==> src/rtl/cmdp_pkg.sv <==
// Package: shared constants and types for the command frame parser.
// Assumes frames are delivered starting at the destination MAC address.
package cmdp_pkg;
    localparam int MAC_BYTES = 6;
    localparam int HDR_BYTES = 2 * MAC_BYTES + 2;   // dest, source, length
    localparam int POS_LOC   = HDR_BYTES;           // slot byte
    localparam int POS_TYPE  = HDR_BYTES + 1;       // command code
    localparam int POS_PMAC  = HDR_BYTES + 2;       // first partner MAC byte
    localparam int POS_DBG   = POS_PMAC + MAC_BYTES;
    localparam int POS_MASK  = POS_DBG + 1;
    localparam int POS_LIMIT = POS_MASK + 1;        // saturation point
    localparam int POS_W     = $clog2(POS_LIMIT + 1);
    localparam int MASK_SPI  = 1;
    localparam int MASK_DAC  = 0;

    typedef logic [POS_W-1:0] pos_t;

    typedef enum logic [7:0] {
        CODE_PROG  = 8'h50,
        CODE_QUERY = 8'h51,
        CODE_HARD  = 8'h52,
        CODE_SOFT  = 8'hD2
    } cmd_code_e;

    typedef enum logic [2:0] {
        KIND_NONE,
        KIND_HARD,
        KIND_SOFT,
        KIND_QUERY,
        KIND_PROG
    } cmd_kind_e;
endpackage

==> src/rtl/cmdp_byte_pos.sv <==
// Module: tracks the position of the current byte within a frame.
// Assumes rx_sof and rx_eof are only meaningful while rx_valid is high.
// Positions saturate at POS_LIMIT; bytes beyond it are treated as padding.
module cmdp_byte_pos
    import cmdp_pkg::*;
(
    input  logic clk,
    input  logic rst_n,
    input  logic rx_valid,
    input  logic rx_sof,
    input  logic rx_eof,
    output logic byte_live,
    output pos_t pos
);
    localparam pos_t POS_SAT = pos_t'(POS_LIMIT);

    logic in_frame_q;
    pos_t next_q;

    assign byte_live = rx_valid && (rx_sof || in_frame_q);
    assign pos       = rx_sof ? '0 : next_q;

    // Advance the position and the in-frame flag on each byte taken.
    always_ff @(posedge clk) begin
        if (!rst_n) begin
            in_frame_q <= 1'b0;
            next_q     <= '0;
        end else if (byte_live) begin
            in_frame_q <= !rx_eof;
            next_q     <= (pos == POS_SAT) ? POS_SAT : pos + 1'b1;
        end
    end
endmodule

==> src/rtl/cmdp_mac_filter.sv <==
// Module: compares all six destination bytes with the local MAC address.
// Assumes the first frame byte corresponds to local_mac's top byte.
// mac_ok is registered and is valid once the address bytes have passed.
module cmdp_mac_filter
    import cmdp_pkg::*;
(
    input  logic                   clk,
    input  logic                   rst_n,
    input  logic [8*MAC_BYTES-1:0] local_mac,
    input  logic                   byte_live,
    input  pos_t                   pos,
    input  logic [7:0]             rx_data,
    output logic                   mac_ok
);
    logic [7:0] want [MAC_BYTES];
    logic [7:0] want_now;
    logic       in_addr;
    logic       miss_q;

    for (genvar g = 0; g < MAC_BYTES; g++) begin : g_want
        assign want[g] = local_mac[8*(MAC_BYTES-1-g) +: 8];
    end

    assign in_addr = pos < pos_t'(MAC_BYTES);

    // Select the expected address byte for the current position.
    always_comb begin
        want_now = '0;
        for (int i = 0; i < MAC_BYTES; i++) begin
            if (pos == pos_t'(i)) want_now = want[i];
        end
    end

    // Accumulate a mismatch over the address bytes, restarting at byte 0.
    always_ff @(posedge clk) begin
        if (!rst_n) begin
            miss_q <= 1'b0;
        end else if (byte_live && in_addr) begin
            miss_q <= (rx_data != want_now) || (miss_q && (pos != '0));
        end
    end

    assign mac_ok = !miss_q;
endmodule

==> src/rtl/cmdp_field_capture.sv <==
// Module: shadow registers for the payload fields of the current frame.
// Assumes fields are committed elsewhere only after a complete frame;
// stale values are harmless since the length check covers every field.
module cmdp_field_capture
    import cmdp_pkg::*;
(
    input  logic                   clk,
    input  logic                   rst_n,
    input  logic                   byte_live,
    input  pos_t                   pos,
    input  logic [7:0]             rx_data,
    output logic [7:0]             sh_loc,
    output logic [7:0]             sh_type,
    output logic [8*MAC_BYTES-1:0] sh_pmac,
    output logic [7:0]             sh_dbg,
    output logic [7:0]             sh_mask
);
    // Capture the slot, code, debug and mask bytes at their positions.
    always_ff @(posedge clk) begin
        if (!rst_n) begin
            sh_loc  <= '0;
            sh_type <= '0;
            sh_dbg  <= '0;
            sh_mask <= '0;
        end else if (byte_live) begin
            if (pos == pos_t'(POS_LOC))  sh_loc  <= rx_data;
            if (pos == pos_t'(POS_TYPE)) sh_type <= rx_data;
            if (pos == pos_t'(POS_DBG))  sh_dbg  <= rx_data;
            if (pos == pos_t'(POS_MASK)) sh_mask <= rx_data;
        end
    end

    for (genvar g = 0; g < MAC_BYTES; g++) begin : g_pmac
        logic [7:0] b_q;
        // Capture partner MAC byte g, first byte into the top slice.
        always_ff @(posedge clk) begin
            if (!rst_n) begin
                b_q <= '0;
            end else if (byte_live && (pos == pos_t'(POS_PMAC + g))) begin
                b_q <= rx_data;
            end
        end
        assign sh_pmac[8*(MAC_BYTES-1-g) +: 8] = b_q;
    end
endmodule

==> src/rtl/cmdp_dispatch.sv <==
// Module: decodes the command code after end-of-frame, checks length and
// address, commits held fields and issues single-cycle triggers.
// Assumes shadow fields settle at the edge that takes the last byte.
module cmdp_dispatch
    import cmdp_pkg::*;
(
    input  logic                   clk,
    input  logic                   rst_n,
    input  logic                   byte_live,
    input  logic                   rx_eof,
    input  pos_t                   pos,
    input  logic                   mac_ok,
    input  logic [7:0]             sh_loc,
    input  logic [7:0]             sh_type,
    input  logic [8*MAC_BYTES-1:0] sh_pmac,
    input  logic [7:0]             sh_dbg,
    input  logic [7:0]             sh_mask,
    output logic                   hard_pulse,
    output logic                   soft_pulse,
    output logic                   query_pulse,
    output logic                   prog_pulse,
    output logic                   spi_rst_pulse,
    output logic                   dac_rst_pulse,
    output logic [7:0]             cmd_location,
    output logic [8*MAC_BYTES-1:0] partner_mac,
    output logic [7:0]             soft_debug,
    output logic [7:0]             soft_mask
);
    logic      done_q;
    pos_t      last_q;
    cmd_kind_e kind;
    logic      long_ok;
    logic      fire;

    // Remember that a frame ended and the position of its last byte.
    always_ff @(posedge clk) begin
        if (!rst_n) begin
            done_q <= 1'b0;
            last_q <= '0;
        end else begin
            done_q <= byte_live && rx_eof;
            if (byte_live && rx_eof) last_q <= pos;
        end
    end

    // Map the captured code onto a command kind.
    always_comb begin
        case (sh_type)
            CODE_HARD:  kind = KIND_HARD;
            CODE_SOFT:  kind = KIND_SOFT;
            CODE_QUERY: kind = KIND_QUERY;
            CODE_PROG:  kind = KIND_PROG;
            default:    kind = KIND_NONE;
        endcase
    end

    assign long_ok = (kind == KIND_SOFT) ? (last_q >= pos_t'(POS_MASK))
                                         : (last_q >= pos_t'(POS_TYPE));
    assign fire    = done_q && mac_ok && long_ok && (kind != KIND_NONE);

    // Issue triggers and commit the held fields of an accepted command.
    always_ff @(posedge clk) begin
        if (!rst_n) begin
            hard_pulse    <= 1'b0;
            soft_pulse    <= 1'b0;
            query_pulse   <= 1'b0;
            prog_pulse    <= 1'b0;
            spi_rst_pulse <= 1'b0;
            dac_rst_pulse <= 1'b0;
            cmd_location  <= '0;
            partner_mac   <= '0;
            soft_debug    <= '0;
            soft_mask     <= '0;
        end else begin
            hard_pulse    <= fire && (kind == KIND_HARD);
            soft_pulse    <= fire && (kind == KIND_SOFT);
            query_pulse   <= fire && (kind == KIND_QUERY);
            prog_pulse    <= fire && (kind == KIND_PROG);
            spi_rst_pulse <= fire && (kind == KIND_SOFT) && sh_mask[MASK_SPI];
            dac_rst_pulse <= fire && (kind == KIND_SOFT) && sh_mask[MASK_DAC];
            if (fire) cmd_location <= sh_loc;
            if (fire && (kind == KIND_SOFT)) begin
                partner_mac <= sh_pmac;
                soft_debug  <= sh_dbg;
                soft_mask   <= sh_mask;
            end
        end
    end
endmodule

==> src/rtl/cmd_frame_parser.sv <==
// Module: top level of the command frame parser and dispatcher.
// Assumes a byte stream starting at the destination MAC, with start and
// end markers qualified by rx_valid; CRC is checked upstream.
module cmd_frame_parser
    import cmdp_pkg::*;
(
    input  logic        clk,
    input  logic        rst_n,
    input  logic [47:0] local_mac,
    input  logic        rx_valid,
    input  logic        rx_sof,
    input  logic        rx_eof,
    input  logic [7:0]  rx_data,
    output logic        hard_pulse,
    output logic        soft_pulse,
    output logic        query_pulse,
    output logic        prog_pulse,
    output logic        spi_rst_pulse,
    output logic        dac_rst_pulse,
    output logic [7:0]  cmd_location,
    output logic [47:0] partner_mac,
    output logic [7:0]  soft_debug,
    output logic [7:0]  soft_mask
);
    logic       byte_live;
    pos_t       pos;
    logic       mac_ok;
    logic [7:0] sh_loc, sh_type, sh_dbg, sh_mask;
    logic [47:0] sh_pmac;

    cmdp_byte_pos i_pos (
        .clk       (clk),
        .rst_n     (rst_n),
        .rx_valid  (rx_valid),
        .rx_sof    (rx_sof),
        .rx_eof    (rx_eof),
        .byte_live (byte_live),
        .pos       (pos)
    );

    cmdp_mac_filter i_filt (
        .clk       (clk),
        .rst_n     (rst_n),
        .local_mac (local_mac),
        .byte_live (byte_live),
        .pos       (pos),
        .rx_data   (rx_data),
        .mac_ok    (mac_ok)
    );

    cmdp_field_capture i_cap (
        .clk       (clk),
        .rst_n     (rst_n),
        .byte_live (byte_live),
        .pos       (pos),
        .rx_data   (rx_data),
        .sh_loc    (sh_loc),
        .sh_type   (sh_type),
        .sh_pmac   (sh_pmac),
        .sh_dbg    (sh_dbg),
        .sh_mask   (sh_mask)
    );

    cmdp_dispatch i_disp (
        .clk           (clk),
        .rst_n         (rst_n),
        .byte_live     (byte_live),
        .rx_eof        (rx_eof),
        .pos           (pos),
        .mac_ok        (mac_ok),
        .sh_loc        (sh_loc),
        .sh_type       (sh_type),
        .sh_pmac       (sh_pmac),
        .sh_dbg        (sh_dbg),
        .sh_mask       (sh_mask),
        .hard_pulse    (hard_pulse),
        .soft_pulse    (soft_pulse),
        .query_pulse   (query_pulse),
        .prog_pulse    (prog_pulse),
        .spi_rst_pulse (spi_rst_pulse),
        .dac_rst_pulse (dac_rst_pulse),
        .cmd_location  (cmd_location),
        .partner_mac   (partner_mac),
        .soft_debug    (soft_debug),
        .soft_mask     (soft_mask)
    );
endmodule

==> config.mk <==
export PLATFORM = sky130hd
export DESIGN_NAME = cmd_frame_parser
export DESIGN_NICKNAME = d
export VERILOG_FILES = /design/src/rtl/cmdp_pkg.sv /design/src/rtl/cmdp_byte_pos.sv /design/src/rtl/cmdp_mac_filter.sv /design/src/rtl/cmdp_field_capture.sv /design/src/rtl/cmdp_dispatch.sv /design/src/rtl/cmd_frame_parser.sv
export SDC_FILE = /design/constraint.sdc
export NUM_CORES = 1
export LEC_CHECK = 0
export CORE_MARGIN = 1.5
export CORE_UTILIZATION = 57
export CTS_CLUSTER_DIAMETER = 200
export CTS_CLUSTER_SIZE = 28
export DETAILED_ROUTE_END_ITERATION = 12
export PLACE_DENSITY_LB_ADDON = 0.25
export SYNTH_ARGS = -nofsm -noshare
export SYNTH_HDL_FRONTEND = slang
export SYNTH_SLANG_ARGS = --single-unit
==> constraint.sdc <==
create_clock -name clk -period 4.86 [get_ports clk]
set_input_delay 0.486 -clock clk [delete_from_list [all_inputs] [get_ports clk]]
set_output_delay 0.486 -clock clk [all_outputs]
set_load 0.01 [all_outputs]
## Word level (Yosys, flattened, before mapping)

Index checks and enable logic that the tools add are counted.

| word-level totals | value |
|---|---|
| register bits | 171 |
| bits in latches | 0 |
| bits in writable memories | 0 |
| ROM bits | 0 |
| bits of input ports | 61 |
| output and inout port bits | 78 |
| memories | 0 |

| cells by class | value |
|---|---|
| $add $sub $neg | 1 |
| $mul | 0 |
| div/mod/pow operators | 0 |
| magnitude comparators | 3 |
| equal/unequal tests | 25 |
| shift-type cells | 0 |
| muxes and demuxes | 10 |
| bitwise gates (word level) | 0 |
| reduce and logical (&&, ||, !) cells | 30 |

Operators by type and width:

| kind | number |
|---|---|
| 2-to-1 mux 8 bit | 6 |
| == test 5 bit (second input constant) | 9 |
| == test 8 x 7 -> 1 bit (second input constant) | 3 |
| logical AND 1 bit | 19 |
| one-hot mux 3 bit (4 select lines) | 1 |
| == test 5 x 2 -> 1 bit (second input constant) | 2 |
| == test 5 x 3 -> 1 bit (second input constant) | 2 |
| == test 5 x 4 -> 1 bit (second input constant) | 2 |
| 2-to-1 mux 5 bit | 2 |
| == test 8 bit (second input constant) | 1 |
| != test 8 bit | 1 |
| AND reduction 2 bit | 4 |
| == test 3 x 2 -> 1 bit (second input constant) | 2 |
| adder 5 x 1 -> 5 bit (second input constant) | 1 |
| == test 5 x 1 -> 1 bit (second input constant) | 1 |
| greater-or-equal comparator 5 x 4 -> 1 bit (second input constant) | 1 |
| greater-or-equal comparator 5 bit (second input constant) | 1 |
| logical NOT 5 bit | 1 |
| less-than comparator 5 x 3 -> 1 bit (second input constant) | 1 |
| nonzero test 5 bit | 1 |
| == test 3 x 1 -> 1 bit (second input constant) | 1 |
| == test 3 bit (second input constant) | 1 |
| nonzero test 3 bit | 1 |
| logical NOT 1 bit | 2 |
| 2 further kinds | 3 |

## Longest topological paths before layout

Gate-level depths: netlist (run 1).

| logic depth | value |
|---|---|
| depth after elaboration | 10 |
| mapped depth | 13 |

## Modules after synthesis

A second synthesis (run 1) with hierarchy kept.

| unflattened totals | value |
|---|---|
| cells, all modules | 778 |
| area, all modules | 7111.8 µm² |

By module, submodules not included:

| module | times used | cells an instance | area an instance (µm²) | sequential area each (µm²) |
|---|---|---|---|---|
| cmdp_dispatch | 1 | 368 | 3081.7 | 1681.6 |
| cmdp_field_capture | 1 | 281 | 2987.9 | 1601.5 |
| cmdp_mac_filter | 1 | 86 | 696.9 | 20.0 |
| cmdp_byte_pos | 1 | 43 | 345.3 | 120.1 |

## Worst setup path before layout (run 1)

No wires, ideal clock.

| path | value |
|---|---|
| path type | input port to flip-flop |
| start point | in rx_sof |
| end point | reg i_filt.miss_q |
| arrival | 2538 ps |
| required time | 4717 ps |
| slack | 2179 ps |
| stages on the path | 11 |
| cell sequence | buf_2 -> nor2b_1 -> inv_1 -> ha_1 -> buf_2 -> nand3b_1 -> a221o_1 -> a21oi_1 -> mux2_2 -> a211oi_2 -> a41oi_1 |

| between the ends | value |
|---|---|
| cells in the longest elaborated chain, start to end | 10 |
| elaborated cells on any way between the ends | 21 |
| those cells by class | order compare: 1; eq/ne: 6; mux: 7; reduce/logical: 7 |

RTL lines:

| what | line | text |
|---|---|---|
| from (decl) | cmd_frame_parser.sv:11 | `input logic rx_sof,` |
| 2-to-1 mux 5 bit * | cmdp_byte_pos.sv:21 | `assign pos = rx_sof ? '0 : next_q;` |
| net i_cap.pos[1] | cmdp_field_capture.sv:10 | `input pos_t pos,` |
| logical NOT 5 bit | cmdp_mac_filter.sv:30 | `if (pos == pos_t'(i)) want_now = want[i];` |
| 2-to-1 mux 8 bit (6 in a row) | cmdp_mac_filter.sv:30 |  |
| != test 8 bit | cmdp_mac_filter.sv:39 | `miss_q <= (rx_data != want_now) \|\| (miss_q && (pos != '0));` |
| logical OR 1 bit | cmdp_mac_filter.sv:39 |  |
| to (signal assigned) | cmdp_mac_filter.sv:39 |  |
| to (decl) | cmdp_mac_filter.sv:18 | `logic miss_q;` |

Mark *: on every way through the listed nets, which the timed path passes. The rest lies on a longest branch.
A chain may end at the register's enable or synchronous reset.

## Worst setup path after layout (run 1)

Ends and elaborated chain as after synthesis.

==> run metrics, run 1 <==
actual slew at the worst max-slew pin=957 ps; Total GRT Usage=0.264; crit path time final=3430 ps; Synth-to-Final Area Change=25.1%; Placed Cells=1,138; IO Pins=139; Avg Cell Area, Syn=8.53 um2; n_diodes=0; die area=14,000 um2; Fin Setup TNS=0 ps; Area after DPL=8900 um2; crit path kind=in -> reg; Final #Nets=1,051; Iter 0 DRT Violations=486; Post-synth ARST share=0; layout cell share with drive strength beyond 1=0.0672; CTS tree=done; hold crit path type=reg -> reg; Tcrit/Tclk final=0.705; total gr overflow=0; Max Clock Skew=6.99 ps; Power Density=305 nW/um2; die height=118 um; number of synthesized flops with an enable pin=0; port bufs=138; routability cong.=0.896; critical path capture point type=flip-flop; vias in the first global route=6,011; Clock Sinks=171; MaxCap Viol Count=0; root buf cell=clkbuf_16; Synth top area share=0.453; R2R Setup Slk=1950 ps; number of setup buffers added after CTS=0; First-pass DRT Iterations=5; clock-pin slew on the worst setup and hold paths=60 ps; wirelength, routed=18,100 um; global-route wire length before repair=29,700 um; Pleak=3.15 nW; yosys warns=0; Fin. Hold Viols=0; Post-CTS Resized=0; Yosys reg bits=171; Finished Layout Cells=1,169; Post-Syn Nets=952; vias per inst=5.59; drt drc=0; clk_lat worst skew=430 ps; critical path launch point type=primary input; H-Tree Depth=4; Synth Cell Area=7550 um2; final instance area=9450 um2; Max Transition Viols Final=0; Initial Utilization=0.591; Seq/Total Area, Yosys=0.453; largest net degree at the start of global routing=98; Critical Path AT=3780 ps; synth unique cells=67; required time of the critical path=5210 ps; Post-Syn Instances=886; DP Wirelength=11,600 um; # rows=41; clock buffer count from CTS=17; Final Setup Violations=0; RSZ-0062 raised after global routing=false; antenna violations before repair=0; chip width=118 um; Max IR drop VDD=0.000232 V; Synth Flop Type=dfxtp_1; relative slew slack=0.360; hold_ws=446 ps; fin util=0.740; top cells by area, synth=dfxtp_1 (45%), nand2_1 (11%), a21boi_1 (9.2%); worst-path maximum fanout=19; core area=12,800 um2; fmax=292 MHz; post-route ant nets=0; Yosys top cell by area=dfxtp_1; Via Count=6,539; routed len/inst=15.5 um; status=complete, no violations; CTS max path bufs=2; # hold bufs at CTS=0
[cell type report]
| cell class | instances | area, um2 |
|---|---|---|
| repair buffers | 148 | 1450 |
| inverters | 12 | 45.0 |
| multi-input cells | 635 | 3760 |
| well taps | 172 | 215 |
| clock buffers | 18 | 439 |
| clock inverters | 13 | 115 |
| fillers | 973 | 3320 |
| flip-flops and latches | 171 | 3420 |
[critical path: stages]
cell and delay [ps]:
clkdlybuf4s50_1 680, nor2b_1 450, inv_1 130, ha_1 450, and2b_1 420, a221oi_1 100
o311ai_0 460, o211ai_1 190, xor2_1 180, a41oi_1 220
[cell families after synthesis]
group,Yosys count,synth area share
mux,17,0.0227
buf+inv,80,0.0497
simple gates,392,0.248
compound gates,209,0.205
fa+ha+maj,5,0.00828
xor+xnor,12,0.0139
flops,171,0.453
[metrics by stage]
stage / total power, mW / setup WS (ps)
2_1_floorplan: 1.56 / 2180
3_3_place_gp: 1.63 / 1240
3_5_place_dp: 1.64 / 1090
4_1_cts: 2.90 / 1530
5_1_grt: 2.98 / 1280
6_report: 2.89 / 1430
[path summary, 6_finish.rpt]
kind,startpoint,endpoint,cells after the start
max,rx_sof,i_filt.miss_q,10
min,i_disp.partner_mac[41],i_disp.partner_mac[41],2
max reg2reg,i_pos.next_q[1],i_filt.miss_q,9
min reg2reg,i_disp.partner_mac[41],i_disp.partner_mac[41],2
[sequential cells by signal, summed over array words and instances (netlist names), 5 cells and up]
register / cells
i_cap.g_pmac.b_q: 48
i_cap.sh_dbg: 8
i_cap.sh_loc: 8
i_cap.sh_mask: 8
i_cap.sh_type: 8
i_disp.cmd_location: 8
i_disp.last_q: 5
i_disp.partner_mac: 48
i_disp.soft_debug: 8
i_disp.soft_mask: 8
i_pos.next_q: 5
[power breakdown]
| group | switching [mW] | internal, mW |
|---|---|---|
| registers | 0.00444 | 1.41 |
| clock network | 0.560 | 0.718 |
| logic | 0.100 | 0.0977 |
[layout by cell type, fill, tap and decap left out, drive strengths merged, types with 11 or more instances in the layout]
cell	instances
nand2	231
dfxtp	171
a21boi	139
clkdlybuf4s50	137
nand3	83
nor2b	21
o21ai	19
clkbuf	18
mux2i	16
inv	16
a21oi	15
nor2	11
buf	11
[layer usage]
layer  part of all wire  up-vias  GRT usage
li1                   -     3223          -
met1               0.44     3042      0.348
met2               0.46      239      0.417
met3              0.071       35     0.0591
met4              0.023        0      0.108
met5                  0        -          0
[cells in the mapped netlist, types with 3 or more instances]
master and n:
nand2_1 230, nor2b_1 21, o21ai_1 3, nor3_1 5, ha_1 5, buf_2 12
nand3b_1 3, a2111oi_2 3, o22ai_1 3, xnor2_1 4, clkbuf_1 42, and3b_1 3
a21boi_0 46, inv_1 11, a21oi_1 14, and3_1 4, buf_4 8, a31oi_1 4
o21ai_0 15, mux2i_1 16, a21boi_1 93, nand2b_1 5, o31ai_1 3, buf_6 4
nand3_1 81, nor2_1 11, and2_1 5, xor2_1 8, dfxtp_1 171
Note: power is estimated with default switching activity, not from simulation.
==> run 2: changes to the inputs <==
CORE_UTILIZATION = 52   (was 57)
clock period = 3.6 ns   (was 4.86 ns; I/O delays follow)
==> run metrics, run 2 (same netlist as run 1, synthesis figures left out) <==
wirelength, routed=18,100 um (about the same); post-route ant nets=0 (unchanged); launch point of the worst reg-to-reg path=i_pos.next_q[1]; crit path kind=in -> reg; H-Tree Depth=4 (unchanged); critical path capture point type=flip-flop; fmax=350 MHz; Iter 0 DRT Violations=448 (-7.8%); worst setup margin=746 ps (-688 ps); Tcrit/Tclk final=0.793; Fin Setup TNS=0 ps (unchanged); commonest non-fill, non-tap cell in the layout=nand2_1; required time of the critical path=3880 ps (-1330 ps); Via Count=6,502 (-0.57%); Power Density=398 nW/um2 (+30%); routability cong.=0.874 (-2.5%); commonest cells after routing, fill and taps aside=nand2_1 (230), dfxtp_1 (171), clkdlybuf4s50_1 (137); port bufs=138 (unchanged); # fillers=1,195 (+23%); # hold bufs at CTS=0 (unchanged); biggest regs=i_cap.g_pmac.b_q (48), i_disp.partner_mac (48); critical path launch point type=primary input; RSZ-0062 raised after global routing=false; largest net degree at the start of global routing=125 (+28%); Pleak=3.19 nW (+1.2%); vias in the first global route=5,860 (-2.5%); crit path time final=2850 ps; hold crit path type=reg -> reg; hold_ws=446 ps (+0.0960 ps); FF+latch area=3420 um2 (unchanged); Max IR drop VDD=0.000347 V (+50%); Critical Path AT=3130 ps (-650 ps); DP Wirelength=12,100 um (+4.6%); CTS tree=done; area of the multi-input gates=3760 um2 (unchanged); Setup crit end=i_filt.miss_q; drt drc=0 (unchanged); die height=124 um (+4.6%); total gr overflow=0 (unchanged); global-route wire length before repair=29,000 um (-2.4%); Post-CTS Resized=0 (unchanged); n_diodes=0 (unchanged); clock-pin slew on the worst setup and hold paths=60 ps (about the same); Max Clock Skew=7.28 ps (+0.293 ps); Fin. Hold Viols=0 (unchanged); # rows=43 (+4.9%); status=complete, no violations; actual slew at the worst max-slew pin=997 ps (+40.2 ps); Final Setup Violations=0 (unchanged); IO Pins=139 (unchanged); Total GRT Usage=0.245 (-0.0186); MaxCap Viol Count=0 (unchanged); CTS max path bufs=2 (unchanged); Clock Sinks=171 (unchanged); Max Transition Viols Final=0 (unchanged); Final #Nets=1,064 (+1.2%); Initial Utilization=0.538 (-0.0534); chip width=124 um (+4.6%); FF-to-FF End=i_filt.miss_q; number of setup buffers added after CTS=0 (unchanged); Synth-to-Final Area Change=26.0%; routed len/inst=15.2 um (-1.6%); cell depth of the worst flop-to-flop path=9 (unchanged); relative slew slack=0.335 (-0.0248); clk_lat worst skew=420 ps (about the same); core area=14,000 um2 (+9.9%); R2R Setup Slk=840 ps (-1110 ps); worst-path maximum fanout=11 (-8); root buf cell=clkbuf_16; First-pass DRT Iterations=7 (+2); layout cell share with drive strength beyond 1=0.0765 (+0.00926); Worst Setup SP=rx_sof; pre-CTS setup slack=313 ps (-781 ps); clock buffer count from CTS=17 (unchanged); antenna violations before repair=0 (unchanged); die area=15,300 um2 (+9.4%); vias per inst=5.48 (-2.1%)
run 2: cell count changes in the layout (fill, tap and decap cells not counted):
| cell | change |
|---|---|
| clkinvlp_4 | +1 |
| bufinv_16 | -1 |
| clkinv_4 | +1 |
| inv_6 | -2 |
| buf_4 | +13 |
| clkinv_2 | -2 |
run 2: worst min path at each step:
stage / to / cells past startpoint / start
6_report: i_disp.partner_mac[25] / 2 / i_disp.partner_mac[25]
5_1_grt: i_disp.partner_mac[1] / 2 / i_disp.partner_mac[1]
4_1_cts: i_disp.partner_mac[45] / 2 / i_disp.partner_mac[45]
3_5_place_dp: i_disp.partner_mac[25] / 2 / i_disp.partner_mac[25]
3_3_place_gp: i_disp.partner_mac[34] / 2 / i_disp.partner_mac[34]
2_1_floorplan: i_cap.g_pmac[0].b_q[2] / 2 / i_cap.g_pmac[0].b_q[2]
run 2: critical path, stage by stage:
cell	delay [ps]
clkdlybuf4s50_1	510
nor2b_1	340
inv_1	120
ha_1	340
nor4bb_1	410
a2111oi_2	100
o31ai_1	250
nand4_1	150
a2111oi_2	390
a41oi_1	160
run 2: area by class of cell:
class,instances,area share
clock buffers,18,0.0461
clock inverters,10,0.00775
inverters,12,0.00473
multi-input cells,635,0.395
flip-flops and latches,171,0.360
well taps,180,0.0237
repair buffers,161,0.163
run 2: report_power, final:
part           leakage, nW  internal, mW  total (mW)  switching [mW]
Combinational         1.56         0.140       0.276           0.136
Sequential            1.38          1.90        1.90         0.00575
Clock                0.250         0.886        1.61           0.725
run 2: metal layers:
layer / GRT usage / part of all wire / vias up
met4: 0.0747 / 0.013 / 0
met1: 0.336 / 0.45 / 3003
met3: 0.0558 / 0.072 / 25
met2: 0.385 / 0.47 / 226
met5: 0 / 0 / -
li1: - / - / 3248
run 2: metrics by stage:
step / instances / area [um2] / utilization / total power [mW]
finish: 1187 / 9520 / 0.678 / 3.79
global route: 1187 / 9520 / 0.678 / 3.92
CTS: 1187 / 9520 / 0.678 / 3.83
detailed placement: 1159 / 9010 / 0.641 / 2.22
global placement: 1159 / 9010 / 0.641 / 2.22
floorplan: 886 / 7550 / - / 2.10
==> run 3: changes to the inputs <==
clock period = 3 ns   (was 3.6 ns; I/O delays follow)
==> run metrics, run 3 (same netlist as run 1, synthesis figures left out) <==
routed len/inst=15.3 um (+0.83%); Synth-to-Final Area Change=28.5%; hold_ws=446 ps (-0.218 ps); routability cong.=0.892 (+2.0%); RSZ-0062 raised after global routing=false; total gr overflow=0 (unchanged); Max Transition Viols Final=0 (unchanged); Final Setup Violations=0 (unchanged); Power Density=489 nW/um2 (+23%); Pint=3.68 mW (+26%); status=complete, no violations; Seq pwr share=0.481 (-0.021); commonest non-fill, non-tap cell in the layout=nand2_1; clock-pin slew on the worst setup and hold paths=70 ps (about the same); critical path launch point type=flip-flop; H-Tree Depth=4 (unchanged); commonest cells after routing, fill and taps aside=nand2_1 (230), dfxtp_1 (171), clkdlybuf4s50_1 (137); Via Count=6,570 (+1.0%); crit path kind=reg -> reg; Max Clock Skew=6.84 ps (-0.443 ps); Fin. Hold Viols=0 (unchanged); Final #Nets=1,078 (+1.3%); post-route ant nets=0 (unchanged); clock share of power=0.447 (+0.022); Initial Utilization=0.538 (unchanged); actual slew at the worst max-slew pin=839 ps (-158 ps); Crit path buffers/inverters=2 (unchanged); global-route wire length before repair=30,200 um (+4.2%); # hold bufs at CTS=0 (unchanged); IO Pins=139 (unchanged); NetSw=1.07 mW (+24%); Iter 0 DRT Violations=479 (+6.9%); wirelength, routed=18,400 um (+2.1%); hold crit path type=reg -> reg; critical path capture point type=flip-flop; die area=15,300 um2 (unchanged); Critical Path AT=2890 ps (-240 ps); drt drc=0 (unchanged); antenna violations before repair=0 (unchanged); clock buffer count from CTS=17 (unchanged); First-pass DRT Iterations=5 (-2); vias per inst=5.47 (-0.22%); worst-path maximum fanout=15 (+4); layout cell share with drive strength beyond 1=0.0900 (+0.0136); n_diodes=0 (unchanged); largest net degree at the start of global routing=101 (-19%); MaxCap Viol Count=0 (unchanged); Tcrit/Tclk final=0.871; vias in the first global route=6,082 (+3.8%); crit path time final=2610 ps; fmax=383 MHz; CTS tree=done; combinational power share=0.073 (about the same); max incr delay on CP=380 ps (-130 ps); Post-CTS Resized=0 (unchanged); Total GRT Usage=0.254 (+0.00906); required time of the critical path=3280 ps (-600 ps); Clock Sinks=171 (unchanged); Largest delay share family, worst path=compound AO/OA/AOI/OAI gates; core area=14,000 um2 (unchanged); switch share=0.226 (-0.00313); CP Cell Sequence=nor2b_1, inv_1, ha_1, buf_12, nand3b_1, a221o_1, a21oi_1, mux2_2, a211oi_2, a41oi_1; number of setup buffers added after CTS=0 (unchanged); port bufs=138 (unchanged); power consumption=4.75 mW (+25%); relative slew slack=0.441 (+0.105); root buf cell=clkbuf_16; Pleak=3.30 nW (+3.3%); Max IR drop VDD=0.000456 V (+32%); chip width=124 um (unchanged); CTS max path bufs=2 (unchanged); die height=124 um (unchanged); # rows=43 (unchanged); Fin Setup TNS=0 ps (unchanged); CP max-delay cell=dfxtp_1; DP Wirelength=12,600 um (+4.4%); clk_lat worst skew=420 ps (about the same); biggest regs=i_cap.g_pmac.b_q (48), i_disp.partner_mac (48)
==> run 3: changes by cell type in the layout (fill, tap and decap cells not counted) <==
cell       previous run  this run
bufinv_16             0         2
inv_8                 0         2
buf_12                0         2
clkinv_4              3         2
clkbuf_8              1         0
clkinv_2              3         2
buf_4                24        36
==> run 3: metrics by stage <==
step	utilization	instances	instance area [um2]	worst slack [ps]
2_1_floorplan	-	886	7550	505
3_3_place_gp	0.651	1173	9140	89.3
3_5_place_dp	0.651	1173	9140	-6.46
4_1_cts	0.691	1202	9710	393
5_1_grt	0.691	1202	9710	101
6_report	0.691	1202	9710	388
==> run 3: routing by layer <==
layer	up-vias	global-route usage	part of all wire
met5	-	0	0
met4	0	0.0783	0.019
met3	28	0.0544	0.054
met2	211	0.409	0.46
met1	3057	0.342	0.46
li1	3274	-	-
==> run 3: worst register-to-register path: stages, from the launching register on <==
cell,delay [ps]
dfxtp_1,380
nor2b_1,240
inv_1,90
ha_1,310
buf_12,200
nand3b_1,150
a221o_1,290
a21oi_1,150
mux2_2,360
a211oi_2,160
a41oi_1,140
==> run 3: cell type report <==
class	count	area, um2
sequential	171	3420
fill	1166	4340
timing repair buffer	175	1680
inverter	12	45.0
clock inverter	12	143
clock buffer	17	425
multi-input combinational	635	3760
tap	180	225
==> run 3: final timing paths <==
check	end	cells past startpoint	startpoint	slack, ps
setup / recovery	i_filt.miss_q	10	i_pos.next_q[1]	390
hold / removal	i_disp.partner_mac[25]	2	i_disp.partner_mac[25]	450
setup reg to reg	i_filt.miss_q	10	i_pos.next_q[1]	390
hold reg to reg	i_disp.partner_mac[25]	2	i_disp.partner_mac[25]	450
==> run 3: power by group through the flow <==
stage / Combinational, mW / Clock, mW / Sequential, mW
global placement: 0.339 / 0 / 2.33
floorplan: 0.188 / 0 / 2.33
global route: 0.371 / 2.26 / 2.28
detailed placement: 0.342 / 0 / 2.33
CTS: 0.342 / 2.16 / 2.28
finish: 0.344 / 2.12 / 2.28
